**src/rtl/mdio_pkg.sv**
```systemverilog
package mdio_pkg;
  localparam int PRE_LEN   = 32;
  localparam int FIELD_W   = 5;
  localparam int DATA_W    = 16;
  localparam int HDR_LEN   = 4;
  localparam int FRAME_LEN = PRE_LEN + HDR_LEN + 2 * FIELD_W + 2 + DATA_W;
  localparam int CNT_W     = $clog2(FRAME_LEN + 1);
  localparam int TA_POS    = PRE_LEN + HDR_LEN + 2 * FIELD_W;
  localparam int DAT_POS   = TA_POS + 2;

  typedef enum logic [1:0] {
    FR_ADDR  = 2'd0,
    FR_WRITE = 2'd1,
    FR_READ  = 2'd2
  } frame_kind_e;

  typedef enum logic [1:0] {
    RG_CFG  = 2'd0,
    RG_CTL  = 2'd1,
    RG_DATA = 2'd2,
    RG_ADDR = 2'd3
  } reg_sel_e;

  // start code and opcode, packed as {st, op}
  function automatic logic [HDR_LEN-1:0] frame_header(input logic c45, input frame_kind_e k);
    logic [1:0] st;
    logic [1:0] op;
    st = c45 ? 2'b00 : 2'b01;
    case (k)
      FR_ADDR:  op = 2'b00;
      FR_WRITE: op = 2'b01;
      default:  op = c45 ? 2'b11 : 2'b10;
    endcase
    return {st, op};
  endfunction

  function automatic logic [FRAME_LEN-1:0] build_frame(
    input logic c45, input frame_kind_e k,
    input logic [FIELD_W-1:0] port, input logic [FIELD_W-1:0] dev,
    input logic [DATA_W-1:0] data);
    logic [1:0] ta;
    ta = (k == FR_READ) ? 2'b11 : 2'b10;
    return {{PRE_LEN{1'b1}}, frame_header(c45, k), port, dev, ta, data};
  endfunction

  // master owns the line for bit idx of a frame of kind k
  function automatic logic master_drives(input frame_kind_e k, input int idx);
    return (idx < FRAME_LEN) && ((k != FR_READ) || (idx < TA_POS));
  endfunction
endpackage

```
**src/rtl/mdio_mdc_gen.sv**
```systemverilog
module mdio_mdc_gen #(
  parameter int DIV_W = 8
) (
  input  logic             clk,
  input  logic             rst_n,
  input  logic             run,
  input  logic [DIV_W-1:0] div,
  output logic             mdc,
  output logic             rise_tick,
  output logic             fall_tick
);
  logic [DIV_W-1:0] cnt_q;
  logic [DIV_W-1:0] half;
  logic             mdc_q;
  logic             at_end;

  assign half      = (div == '0) ? DIV_W'(1) : div;
  assign at_end    = run && (cnt_q == half - DIV_W'(1));
  assign rise_tick = at_end && !mdc_q;
  assign fall_tick = at_end && mdc_q;
  assign mdc       = mdc_q;

  always_ff @(posedge clk) begin
    if (!rst_n || !run) begin
      cnt_q <= '0;
      mdc_q <= 1'b0;
    end else if (at_end) begin
      cnt_q <= '0;
      mdc_q <= ~mdc_q;
    end else begin
      cnt_q <= cnt_q + DIV_W'(1);
    end
  end
endmodule

```
**src/rtl/mdio_frame_eng.sv**
```systemverilog
module mdio_frame_eng
  import mdio_pkg::*;
(
  input  logic               clk,
  input  logic               rst_n,
  input  logic               start,
  input  frame_kind_e        kind,
  input  logic               c45,
  input  logic               neg,
  input  logic [FIELD_W-1:0] port,
  input  logic [FIELD_W-1:0] dev,
  input  logic [DATA_W-1:0]  data,
  input  logic               mdc,
  input  logic               rise_tick,
  input  logic               fall_tick,
  input  logic               mdio_i,
  output logic               busy,
  output logic               mdio_o,
  output logic               mdio_oe,
  output logic               rd_done,
  output logic [DATA_W-1:0]  rd_data,
  output logic               rd_err,
  output logic [CNT_W-1:0]   bit_pos,
  output frame_kind_e        cur_kind
);
  logic                 busy_q;
  logic [CNT_W-1:0]     bit_q;
  frame_kind_e          kind_q;
  logic [FRAME_LEN-1:0] frame_q;
  logic [FRAME_LEN-1:0] shifted;
  logic [DATA_W-1:0]    shift_q;
  logic                 err_q;
  logic [CNT_W-1:0]     drv_idx;
  logic                 last_bit;
  logic                 is_read;

  assign last_bit = (bit_q == CNT_W'(FRAME_LEN - 1));
  assign is_read  = (kind_q == FR_READ);
  // rising-edge launch moves to the next bit as soon as MDC goes high
  assign drv_idx  = (!neg && mdc) ? bit_q + CNT_W'(1) : bit_q;
  assign shifted  = frame_q << drv_idx;
  assign mdio_o   = (!busy_q || drv_idx >= CNT_W'(FRAME_LEN)) ? 1'b1 : shifted[FRAME_LEN-1];
  assign mdio_oe  = busy_q && master_drives(kind_q, int'(drv_idx));
  assign rd_done  = busy_q && fall_tick && last_bit && is_read;
  assign busy     = busy_q;
  assign rd_data  = shift_q;
  assign rd_err   = err_q;
  assign bit_pos  = bit_q;
  assign cur_kind = kind_q;

  always_ff @(posedge clk) begin
    if (!rst_n) begin
      busy_q  <= 1'b0;
      bit_q   <= '0;
      kind_q  <= FR_ADDR;
      frame_q <= '0;
      shift_q <= '0;
      err_q   <= 1'b0;
    end else if (!busy_q) begin
      if (start) begin
        busy_q  <= 1'b1;
        bit_q   <= '0;
        kind_q  <= kind;
        frame_q <= build_frame(c45, kind, port, dev, data);
        if (kind == FR_READ) err_q <= 1'b0;
      end
    end else begin
      if (rise_tick && is_read) begin
        if (bit_q == CNT_W'(TA_POS + 1)) err_q <= mdio_i;
        if (bit_q >= CNT_W'(DAT_POS)) shift_q <= {shift_q[DATA_W-2:0], mdio_i};
      end
      if (fall_tick) begin
        if (last_bit) busy_q <= 1'b0;
        else          bit_q  <= bit_q + CNT_W'(1);
      end
    end
  end
endmodule

```
**src/rtl/mdio_master.sv**
```systemverilog
module mdio_master
  import mdio_pkg::*;
#(
  parameter int DIV_W = 8
) (
  input  logic        clk,
  input  logic        rst_n,
  input  logic        host_we,
  input  logic [1:0]  host_sel,
  input  logic [31:0] host_wdata,
  output logic [31:0] host_rdata,
  output logic        mdc,
  output logic        mdio_o,
  output logic        mdio_oe,
  input  logic        mdio_i
);
  localparam int BUSY_BIT = 0;
  localparam int ERR_BIT  = 1;
  localparam int C45_BIT  = 6;
  localparam int DIV_LSB  = 8;
  localparam int NEG_BIT  = 23;
  localparam int RD_BIT   = 15;
  localparam int DEV_LSB  = 0;
  localparam int PORT_LSB = DEV_LSB + FIELD_W;

  logic               c45_q, neg_q;
  logic [DIV_W-1:0]   div_q;
  logic [FIELD_W-1:0] port_q, dev_q;
  logic [DATA_W-1:0]  data_q, addr_q;

  logic               busy, rd_err, rd_done;
  logic [DATA_W-1:0]  rd_data;
  logic               rise_tick, fall_tick;
  logic [CNT_W-1:0]   eng_bit;
  frame_kind_e        eng_kind;

  logic               accept, wr_cfg, wr_ctl, wr_data, wr_addr;
  logic               start_read, start_write, start_addr, frame_start;
  frame_kind_e        frame_kind;
  logic [FIELD_W-1:0] f_port, f_dev;

  assign accept      = host_we && !busy;
  assign wr_cfg      = accept && (reg_sel_e'(host_sel) == RG_CFG);
  assign wr_ctl      = accept && (reg_sel_e'(host_sel) == RG_CTL);
  assign wr_data     = accept && (reg_sel_e'(host_sel) == RG_DATA);
  assign wr_addr     = accept && (reg_sel_e'(host_sel) == RG_ADDR);
  assign start_read  = wr_ctl && host_wdata[RD_BIT];
  assign start_write = wr_data;
  assign start_addr  = wr_addr && c45_q;
  assign frame_start = start_read || start_write || start_addr;
  assign frame_kind  = start_read ? FR_READ : (start_write ? FR_WRITE : FR_ADDR);
  assign f_port      = wr_ctl ? host_wdata[PORT_LSB +: FIELD_W] : port_q;
  assign f_dev       = wr_ctl ? host_wdata[DEV_LSB +: FIELD_W] : dev_q;

  always_ff @(posedge clk) begin
    if (!rst_n) begin
      c45_q  <= 1'b0;
      neg_q  <= 1'b0;
      div_q  <= '0;
      port_q <= '0;
      dev_q  <= '0;
      data_q <= '0;
      addr_q <= '0;
    end else begin
      if (wr_cfg) begin
        c45_q <= host_wdata[C45_BIT];
        neg_q <= host_wdata[NEG_BIT];
        div_q <= host_wdata[DIV_LSB +: DIV_W];
      end
      if (wr_ctl) begin
        port_q <= host_wdata[PORT_LSB +: FIELD_W];
        dev_q  <= host_wdata[DEV_LSB +: FIELD_W];
      end
      if (wr_addr) addr_q <= host_wdata[DATA_W-1:0];
      if (wr_data)      data_q <= host_wdata[DATA_W-1:0];
      else if (rd_done) data_q <= rd_data;
    end
  end

  always_comb begin
    host_rdata = '0;
    case (reg_sel_e'(host_sel))
      RG_CFG: begin
        host_rdata[BUSY_BIT]              = busy;
        host_rdata[ERR_BIT]               = rd_err;
        host_rdata[C45_BIT]               = c45_q;
        host_rdata[NEG_BIT]               = neg_q;
        host_rdata[DIV_LSB +: DIV_W]      = div_q;
      end
      RG_CTL: begin
        host_rdata[PORT_LSB +: FIELD_W]   = port_q;
        host_rdata[DEV_LSB +: FIELD_W]    = dev_q;
      end
      RG_DATA: host_rdata[DATA_W-1:0]     = data_q;
      default: host_rdata[DATA_W-1:0]     = addr_q;
    endcase
  end

  mdio_mdc_gen #(.DIV_W(DIV_W)) u_mdc (
    .clk       (clk),
    .rst_n     (rst_n),
    .run       (busy),
    .div       (div_q),
    .mdc       (mdc),
    .rise_tick (rise_tick),
    .fall_tick (fall_tick)
  );

  mdio_frame_eng u_eng (
    .clk       (clk),
    .rst_n     (rst_n),
    .start     (frame_start),
    .kind      (frame_kind),
    .c45       (c45_q),
    .neg       (neg_q),
    .port      (f_port),
    .dev       (f_dev),
    .data      (host_wdata[DATA_W-1:0]),
    .mdc       (mdc),
    .rise_tick (rise_tick),
    .fall_tick (fall_tick),
    .mdio_i    (mdio_i),
    .busy      (busy),
    .mdio_o    (mdio_o),
    .mdio_oe   (mdio_oe),
    .rd_done   (rd_done),
    .rd_data   (rd_data),
    .rd_err    (rd_err),
    .bit_pos   (eng_bit),
    .cur_kind  (eng_kind)
  );
endmodule

```
**config.mk**
```make
export PLATFORM = sky130hd
export DESIGN_NAME = mdio_master
export DESIGN_NICKNAME = d
export VERILOG_FILES = /design/src/rtl/mdio_pkg.sv /design/src/rtl/mdio_mdc_gen.sv /design/src/rtl/mdio_frame_eng.sv /design/src/rtl/mdio_master.sv
export SDC_FILE = /design/constraint.sdc
export NUM_CORES = 1
export LEC_CHECK = 0
export BUFFER_PORTS_ARGS = -buffer_cell sky130_fd_sc_hd__clkbuf_2
export CORE_ASPECT_RATIO = 1.2
export CORE_MARGIN = 5
export CORE_UTILIZATION = 60
export CTS_CLUSTER_SIZE = 25
export DETAILED_ROUTE_END_ITERATION = 6
export PLACE_DENSITY = 0.82
export SLEW_MARGIN = 25
export SYNTH_ARGS = -nofsm -noshare
export SYNTH_HDL_FRONTEND = slang
export SYNTH_SLANG_ARGS = --single-unit
```
**constraint.sdc**
```tcl
create_clock -name clk -period 6.02 [get_ports clk]
set_input_delay 0.301 -clock clk [delete_from_list [all_inputs] [get_ports clk]]
set_output_delay 0.301 -clock clk [all_outputs]
set_load 0.01 [all_outputs]
```
==> impl_metrics.env, run 1 <==
export IMPL_synth_simple_area_share=0.208
export IMPL_period_minus_slack_ps=3750
export IMPL_drc_errors=0
export IMPL_clk_latency_ps=410
export IMPL_rsz0062_at_grt="no"
export IMPL_syn_avg_cell_area_um2=8.64
export IMPL_hp_class="in2reg"
export IMPL_fin_crit_sh=0.623
export IMPL_drive_above_1_share=0.172
export IMPL_rows=40
export IMPL_async_flop_share=0
export IMPL_placed_cells=849
export IMPL_ir_drop_v=0.000183
export IMPL_max_stage_delay_ps=550
export IMPL_cts_setup_buffers=0
export IMPL_vias_per_cell=6.25
export IMPL_leakage_uw=0.00275
export IMPL_cts_root_buf="clkbuf_16"
export IMPL_grt_max_degree=114
export IMPL_p_comb_frac=0.103
export IMPL_critPathRequiredTime_ps=5720
export IMPL_pwr_share_seq=0.425
export IMPL_core_area_um2=10100
export IMPL_critPathArrivalTime_ps=3450
export IMPL_holdBufCountCts=0
export IMPL_start_util=0.618
export IMPL_synth_compound_area_share=0.199
export IMPL_holdPathStages=3
export IMPL_reg2reg_depth=12
export IMPL_cts_inserted_buffers=17
export IMPL_htree_num_levels=4
export IMPL_syn_area_um2=6250
export IMPL_hold_viol=0
export IMPL_setup_viol=0
export IMPL_num_antenna_cells=0
export IMPL_p_per_area_nw_per_um2=284
export IMPL_tns_ps=0
export IMPL_instances_no_fill=880
export IMPL_cp_top_family="compound AO/OA/AOI/OAI gates"
export IMPL_first_pass_iters=5
export IMPL_hp_start="host_wdata[23]"
export IMPL_grt_pass1_wl_um=26100
export IMPL_clkPwrFrac=0.472
export IMPL_ff2ff_setup_slack_ps=2400
export IMPL_crit_reg2reg_launch="div_q[3]"
export IMPL_cp_cell_sequence="inv_1, ha_1, and4b_1, a31oi_1, o22ai_1, nor4_1, nor3_1, a32oi_1, o32a_1, clkbuf_2"
export IMPL_track_usage=0.265
export IMPL_switchingPower_uw=485
export IMPL_wirelength_um=15700
export IMPL_die_area_um2=12600
export IMPL_die_width_um=103
export IMPL_tightest_slew_ps=1030
export IMPL_dpl_hpwl_um=10500
export IMPL_chipHeight_um=122
export IMPL_crit_type="reg2out"
export IMPL_routabilityCongestion=0.865
export IMPL_synthTopCellsByArea="dfxtp_1, nand2_1, a21boi_0, mux2_2, mux2i_1"
export IMPL_syn_inst=723
export IMPL_numPortBuffers=42
export IMPL_synth_xor_area_frac=0.0308
export IMPL_drtIter0Drc=452
export IMPL_io_pins=73
export IMPL_ys_ff_latch=118
export IMPL_synth_edf_count=0
export IMPL_outcome="finished clean"
export IMPL_vias=5504
export IMPL_rr_endpoint="data_q[1]"
export IMPL_worstSetupEndpointType="primary output"
export IMPL_switching_share=0.245
export IMPL_cts_sinks=118
export IMPL_finClkSkew_ps=7.15
export IMPL_yosysMostFrequentCell="nand2_1"
export IMPL_synth_common_cells="nand2_1, dfxtp_1, a21boi_0"
export IMPL_antenna_found_initial=0
export IMPL_overflow=0
export IMPL_synthFlopType="dfxtp_1"
export IMPL_synth_seq_area_share=0.378
export IMPL_cts_max_path_buffers=2
export IMPL_cts_tree="yes"
export IMPL_ys_types=63
export IMPL_synth_top_area_share=0.378
export IMPL_muxShareOfSynthArea=0.119
export IMPL_hold_end="neg_q"
export IMPL_cp_num_buf_inv=2
export IMPL_synth_top_family_by_area="simple AND/OR/NAND/NOR gates"
export IMPL_p_total_uw=1980
export IMPL_wl_per_cell_um=17.8
export IMPL_p_int_uw=1490
export IMPL_slew_violations=0
export IMPL_yosysWarnings=0
export IMPL_drv_cap=0
export IMPL_synth_top_cell_by_area="dfxtp_1"
export IMPL_grt_pass1_vias=5291
export IMPL_cts_repair_resized=0
export IMPL_area_delta_synth_final_pct=11.7
export IMPL_num_nets_final=784
export IMPL_path_clk_slew_ps=50
export IMPL_antenna_left=0
export IMPL_crit_fanout=12
export IMPL_worst_setup_path_start_kind="register"
export IMPL_synthAdderAreaFrac=0.00801
export IMPL_slowest_stage="dfxtp_1"
export IMPL_timing_fmax_mhz=267
export IMPL_slew_headroom=0.311
==> registers in the layout, indices dropped and copies added, names as in the netlist <==
| name | count |
|---|---|
| u_mdc.mdc | 1 |
| addr_q | 16 |
| div_q | 8 |
| c45_q | 1 |
| u_eng.frame_q | 30 |
| u_eng.rd_data | 16 |
| neg_q | 1 |
| u_eng.cur_kind | 2 |
| u_eng.busy | 1 |
| u_eng.rd_err | 1 |
| u_eng.bit_pos | 7 |
| data_q | 16 |
| dev_q | 5 |
| u_mdc.cnt_q | 8 |
| port_q | 5 |
==> layer usage <==
metal / vias up / track usage / share of wire
met1: 2640 / 0.334 / 0.41
met2: 226 / 0.426 / 0.50
met4: 0 / 0.133 / 0.031
met3: 47 / 0.0538 / 0.060
met5: - / 0 / 0
li1: 2591 / - / -
==> cell type report <==
type                    count  area (um^2)
clock buffers              23          478
clock inverters             8         75.1
fillers                   782         3130
inverters                   9         33.8
multi-input cells         548         3620
flip-flops and latches    118         2360
well taps                 126          158
repair buffers             48          255
==> through the flow <==
step                worst slack (ps)  hold slack, ps  instance area, um^2  utilization
floorplan                       2760             438                 6300            -
global placement                2590             448                 6400        0.634
detailed placement              2480             457                 6420        0.635
CTS                             2390             131                 6970        0.690
global route                    2190             144                 6980        0.690
finish                          2270             153                 6980        0.690
==> placed cells by master, fill, tap and decap left out, types with 15 or more instances in the layout <==
master     instances
nand2_1          150
dfxtp_1          118
a21boi_0          60
clkbuf_2          42
nor2_1            32
mux2_2            31
nand3_1           30
mux2i_1           28
clkbuf_16         17
nor2b_1           16
o211a_1           16
a22oi_1           16
conb_1            15
==> worst max path at each step <==
stage	startpoint	to	slack [ps]	cells past startpoint
finish	u_eng.bit_pos[0]	mdio_o	2270	10
global route	u_eng.bit_pos[0]	mdio_o	2190	10
CTS	u_eng.bit_pos[0]	mdio_o	2390	10
detailed placement	div_q[3]	data_q[3]	2480	12
global placement	div_q[3]	data_q[4]	2590	12
floorplan	div_q[3]	data_q[12]	2760	12
==> cells by family after synthesis <==
kind of cell	count (synthesis)
xor+xnor	22
flops	118
fa+ha+maj	4
compound gates	163
buf+inv	71
other cells	1
simple gates	280
mux	64
==> tightest hold or removal path, delay by kind of cell <==
kind | cells | cell delay, ps
and+or+nand+nor | 1 | 50
buffers and inverters | 1 | 90
AOI/OAI and AO/OA | 1 | 60
==> power by group through the flow <==
| stage | combinational [uW] | clock, uW | sequential (uW) |
|---|---|---|---|
| CTS | 201 | 941 | 841 |
| global route | 224 | 982 | 845 |
| finish | 203 | 934 | 842 |
| floorplan | 154 | 0 | 847 |
| detailed placement | 197 | 0 | 857 |
| global placement | 189 | 0 | 855 |
No activity file was read; power rests on OpenSTA's default activity.
==> run 2: changes to the inputs <==
--- a/config.mk
+++ b/config.mk
@@ -5,13 +5,14 @@
 export SDC_FILE = /design/constraint.sdc
 export NUM_CORES = 1
 export LEC_CHECK = 0
+export ABC_AREA = 1
 export BUFFER_PORTS_ARGS = -buffer_cell sky130_fd_sc_hd__clkbuf_2
 export CORE_ASPECT_RATIO = 1.2
 export CORE_MARGIN = 5
-export CORE_UTILIZATION = 60
+export CORE_UTILIZATION = 53
 export CTS_CLUSTER_SIZE = 25
 export DETAILED_ROUTE_END_ITERATION = 6
-export PLACE_DENSITY = 0.82
+export PLACE_DENSITY = 0.77
 export SLEW_MARGIN = 25
 export SYNTH_ARGS = -nofsm -noshare
 export SYNTH_HDL_FRONTEND = slang
==> constraint.sdc (replaced) <==
create_clock -name clk -period 3.2 [get_ports clk]
set_input_delay 0.16 -clock clk [delete_from_list [all_inputs] [get_ports clk]]
set_output_delay 0.16 -clock clk [all_outputs]
set_load 0.01 [all_outputs]
==> run 2 against run 1 <==
Net effect:
- flip-flop and latch count unchanged
- utilization decreased by 7.0 points
- global-route usage decreased by 4.2 points
- sequential power increased by 86%
- non-clock buffer count increased by 7
- critical endpoint is now u_eng.rd_data[13]
- largest cell class unchanged
- largest power group unchanged
==> impl_metrics.env, run 2 <==
export IMPL_critPathRequiredTime_ps=3550
export IMPL_cts_setup_buffers=0
export IMPL_drive_above_1_share=0.131
export IMPL_area_delta_synth_final_pct=15.4
export IMPL_vias=5506
export IMPL_synthTopCellsByArea="dfxtp_1, o21ai_0, nand2_1, nor2_1, a21oi_1"
export IMPL_cts_max_path_buffers=2
export IMPL_worstSetupEndpointType="register"
export IMPL_critPathArrivalTime_ps=3280
export IMPL_yosysMostFrequentCell="nand2_1"
export IMPL_cts_inserted_buffers=17
export IMPL_placed_cells=975
export IMPL_grt_pass1_vias=4970
export IMPL_hp_class="in2reg"
export IMPL_finClkSkew_ps=9.13
export IMPL_clk_latency_ps=410
export IMPL_timing_fmax_mhz=341
export IMPL_cp_cell_sequence="nor2_1, nand2_2, nor2_2, nor2_4, ha_1, xnor2_1, nor2_1, nand3_1, nor2_2, nand3_4, nor2_8, nand3_4, clkinv_2, o21ai_1, nor2_1"
export IMPL_synth_common_cells="nand2_1, dfxtp_1, nor2_1"
export IMPL_numPortBuffers=42
export IMPL_largest_reg_flops=30
export IMPL_crit_fanout=17
export IMPL_antenna_left=0
export IMPL_track_usage=0.223
export IMPL_cts_root_buf="clkbuf_16"
export IMPL_regMostFlops="u_eng.frame_q"
export IMPL_max_stage_delay_ps=360
export IMPL_cts_tree="yes"
export IMPL_num_antenna_cells=0
export IMPL_routabilityCongestion=0.844
export IMPL_cts_sinks=118
export IMPL_hold_viol=0
export IMPL_chipHeight_um=125
export IMPL_drv_cap=0
export IMPL_drtIter0Drc=434
export IMPL_vias_per_cell=5.46
export IMPL_p_total_uw=4160
export IMPL_p_per_area_nw_per_um2=614
export IMPL_leakage_uw=0.00296
export IMPL_die_width_um=106
export IMPL_synth_top_cell_by_area="dfxtp_1"
export IMPL_overflow=0
export IMPL_cpMostUsedCell="nor2_1"
export IMPL_synth_edf_count=0
export IMPL_grt_max_degree=77
export IMPL_io_pins=73
export IMPL_dpl_hpwl_um=9730
export IMPL_path_clk_slew_ps=60
export IMPL_async_flop_share=0
export IMPL_die_area_um2=13300
export IMPL_hold_ws_ps=33.1
export IMPL_syn_avg_cell_area_um2=7.03
export IMPL_ir_drop_v=0.000387
export IMPL_synth_seq_area_share=0.402
export IMPL_num_nets_final=906
export IMPL_worst_setup_path_start_kind="register"
export IMPL_wirelength_um=14800
export IMPL_ys_types=42
export IMPL_instances_no_fill=1009
export IMPL_tns_ps=0
export IMPL_synthFlopType="dfxtp_1"
export IMPL_crit_type="reg2reg"
export IMPL_drc_errors=0
export IMPL_core_area_um2=10900
export IMPL_fin_crit_sh=0.915
export IMPL_ys_ff_latch=118
export IMPL_rows=42
export IMPL_slew_violations=0
export IMPL_slowest_stage="dfxtp_1"
export IMPL_setup_viol=0
export IMPL_outcome="finished clean"
export IMPL_mostFrequentLayoutCells="nand2_1, dfxtp_1, nor2_1"
export IMPL_start_util=0.538
export IMPL_syn_area_um2=5880
export IMPL_period_minus_slack_ps=2930
export IMPL_syn_inst=837
export IMPL_first_pass_iters=5
export IMPL_synth_top_area_share=0.402
export IMPL_rsz0062_at_grt="no"
export IMPL_yosysWarnings=0
export IMPL_htree_num_levels=4
export IMPL_wl_per_cell_um=14.7
export IMPL_grt_pass1_wl_um=24200
export IMPL_slew_headroom=0.380
export IMPL_final_common_cell="nand2_1"
export IMPL_final_core_util=0.621
export IMPL_tightest_slew_ps=924
export IMPL_antenna_found_initial=0
run 2: stage by stage:
stage / setup slack [ps] / instance area (um^2)
after floorplan: 806 / 5930
after global placement: 370 / 6070
after detailed placement: 347 / 6070
after CTS: 235 / 6760
after global routing: 23.2 / 6790
final: 271 / 6790
run 2: worst paths after layout:
kind / start / endpoint / slack [ps] / cells past startpoint
min: rst_n / u_mdc.mdc / 30 / 3
max: div_q[6] / u_eng.rd_data[13] / 270 / 15
min reg2reg: u_eng.cur_kind[1] / u_eng.cur_kind[1] / 460 / 2
max reg2reg: div_q[6] / u_eng.rd_data[13] / 270 / 15
run 2: timing repair:
action,CTS,global route
gates resized for setup,0,2
setup endpoints to repair,0,10
endpoints found under the hold margin,1,0
hold buffers,1,0
run 2: layer usage:
layer | up-vias | share of wire | routed length [um] | global-route usage
met5 | - | 0 | 0 | 0
met4 | 0 | 0.017 | 251 | 0.0838
met3 | 22 | 0.055 | 818 | 0.0485
met2 | 159 | 0.49 | 7210 | 0.364
met1 | 2521 | 0.44 | 6540 | 0.288
li1 | 2804 | - | - | -
run 2: logic make-up (layout without fill, tap and decap cells):
family,after synthesis,in the layout,synth area share
other,1,15,0.000638
adder cells (fa/ha/maj),4,4,0.00851
AO/OA/AOI/OAI,224,224,0.211
flip-flops,118,118,0.402
buffers and inverters,144,169,0.108
AND/OR/NAND/NOR,336,337,0.256
XOR/XNOR,10,10,0.0149
run 2: power breakdown:
part | internal [uW] | switching, uW | leakage, uW
combinational | 137 | 275 | 0.00167
clock | 1500 | 683 | 0.000325
sequential | 1540 | 35.8 | 0.000962
total | 3170 | 994 | 0.00296
run 2: layout make-up:
class                           instances  area [um^2]
Clock buffer                           19          453
Clock inverter                         13          226
Fill cell                            1010         4150
Inverter                               82          309
Multi-Input combinational cell        590         2960
Sequential cell                       118         2360
Tap cell                              132          165
Timing Repair Buffer                   55          310
run 2: critical path, delay by kind of cell, from the launching register on:
kind	cells	cell delay, ps
DFF	1	360
buffers and inverters	1	270
adders and majority gates	1	340
AOI/OAI and AO/OA	1	120
xor gates and xnor gates	1	160
and+or+nand+nor	11	1610
==> run 3: changes to the inputs <==
--- a/config.mk
+++ b/config.mk
@@ -13,6 +13,7 @@
 export CTS_CLUSTER_SIZE = 25
 export DETAILED_ROUTE_END_ITERATION = 6
 export PLACE_DENSITY = 0.77
+export REMOVE_ABC_BUFFERS = 1
 export SLEW_MARGIN = 25
 export SYNTH_ARGS = -nofsm -noshare
 export SYNTH_HDL_FRONTEND = slang
==> run 3 against run 2 <==
Net effect:
- via count increased by 0.44%
- flip-flop and latch count is the same
- non-clock buffer count increased by 1
- sequential power about the same
- worst hold slack gained 8.3 ps
- total power is 1.4% lower
- fmax rose by 1.7%
- clock-buffer cell count is 2 higher
- clock skew is essentially flat
- sequential share of layout area is 0.11 points higher
- critical endpoint is now mdio_o
- largest cell class unchanged
- highest routed layer unchanged
==> impl_metrics.env, run 3 (synthesis results as in run 2) <==
export IMPL_drive_above_1_share=0.131
export IMPL_antenna_found_initial=0
export IMPL_overflow=0
export IMPL_path_clk_slew_ps=50
export IMPL_cts_root_buf="clkbuf_16"
export IMPL_die_width_um=106
export IMPL_first_pass_iters=5
export IMPL_period_minus_slack_ps=2880
export IMPL_finClkSkew_ps=9.08
export IMPL_wl_per_cell_um=14.9
export IMPL_cts_max_path_buffers=2
export IMPL_cts_repair_resized=0
export IMPL_outcome="finished clean"
export IMPL_chipHeight_um=125
export IMPL_rows=42
export IMPL_hp_class="in2reg"
export IMPL_p_per_area_nw_per_um2=608
export IMPL_drv_cap=0
export IMPL_holdPathStages=3
export IMPL_cts_sinks=118
export IMPL_tightest_slew_ps=632
export IMPL_num_nets_final=906
export IMPL_area_delta_synth_final_pct=15.0
export IMPL_crit_fanout=12
export IMPL_holdBufCountCts=1
export IMPL_core_area_um2=10900
export IMPL_wirelength_um=15000
export IMPL_regMostFlops="u_eng.frame_q"
export IMPL_slew_violations=0
export IMPL_grt_pass1_vias=5214
export IMPL_cts_setup_buffers=0
export IMPL_vias=5530
export IMPL_clk_latency_ps=410
export IMPL_drc_errors=0
export IMPL_reg2reg_depth=15
export IMPL_rsz0062_at_grt="no"
export IMPL_cts_inserted_buffers=17
export IMPL_track_usage=0.229
export IMPL_num_antenna_cells=0
export IMPL_worstSetupEndpointType="primary output"
export IMPL_worst_setup_path_start_kind="register"
export IMPL_final_common_cell="nand2_1"
export IMPL_fin_crit_sh=0.900
export IMPL_vias_per_cell=5.48
export IMPL_place_area_um2=6080
export IMPL_io_pins=73
export IMPL_critPathArrivalTime_ps=2720
export IMPL_antenna_left=0
export IMPL_htree_num_levels=4
export IMPL_slew_headroom=0.578
export IMPL_setup_viol=0
export IMPL_grt_pass1_wl_um=24800
export IMPL_die_area_um2=13300
export IMPL_stdcell_area_um2=6760
export IMPL_grt_max_degree=65
export IMPL_dpl_hpwl_um=10000
export IMPL_drtIter0Drc=403
export IMPL_start_util=0.538
export IMPL_timing_fmax_mhz=347
export IMPL_hold_viol=0
export IMPL_numPortBuffers=42
export IMPL_routabilityCongestion=0.890
export IMPL_largest_reg_flops=30
export IMPL_mostFrequentLayoutCells="nand2_1, dfxtp_1, nor2_1"
export IMPL_tns_ps=0
export IMPL_fillCellCount=998
export IMPL_cts_tree="yes"
export IMPL_crit_type="reg2out"
export IMPL_leakage_uw=0.00294
export IMPL_ir_drop_v=0.000348
export IMPL_critPathRequiredTime_ps=3040
## run 3: where the power goes
group / total (uW) / internal, uW / leakage [uW] / switching [uW]
logic: 406 / 135 / 0.00166 / 270
clock network: 2130 / 1450 / 0.000319 / 683
registers: 1570 / 1540 / 0.000961 / 37.0
## run 3: path summary, 6_finish.rpt
kind,startpoint,to,slack [ps]
worst max-delay path,u_eng.bit_pos[0],mdio_o,320
worst min-delay path,mdio_i,u_eng.rd_data[0],40
worst max register to register,div_q[3],data_q[6],390
worst min register to register,u_eng.frame_q[16],u_eng.frame_q[16],460
## run 3: routing by layer
metal	track usage	wire length (um)	up-vias
li1	-	-	2801
met1	0.286	6370	2503
met2	0.376	7370	202
met3	0.0608	956	24
met4	0.0899	291	0
met5	0	0	-
## run 3: stage by stage
step,cells,utilization,hold WS (ps),power [uW],setup slack [ps]
2_1_floorplan,789,-,281,1870,716
3_3_place_gp,976,0.557,406,2000,545
3_5_place_dp,976,0.557,397,2000,482
4_1_cts,1009,0.618,38.4,4120,334
5_1_grt,1009,0.618,57.4,4250,107
6_report,1009,0.618,41.5,4110,319
## run 3: worst max-delay path, cell delays in order (launching register included)
cell and delay [ps]:
dfxtp_1 430, inv_1 120, ha_1 310, inv_1 40
o21ai_0 160, buf_4 220, inv_1 160, nor2_1 120
o21ai_0 160, o211ai_1 140, nand3_1 90, nand3_1 80
nand3_1 80, nand2_1 80, clkbuf_2 130
## run 3: cell type report
class | instances | area, um^2 | share of cell area
Inverter | 82 | 309 | 0.0457
Clock buffer | 21 | 470 | 0.0696
Timing Repair Buffer | 56 | 318 | 0.0470
Multi-Input combinational cell | 589 | 2940 | 0.435
Tap cell | 132 | 165 | 0.0244
Clock inverter | 11 | 196 | 0.0291
Sequential cell | 118 | 2360 | 0.349
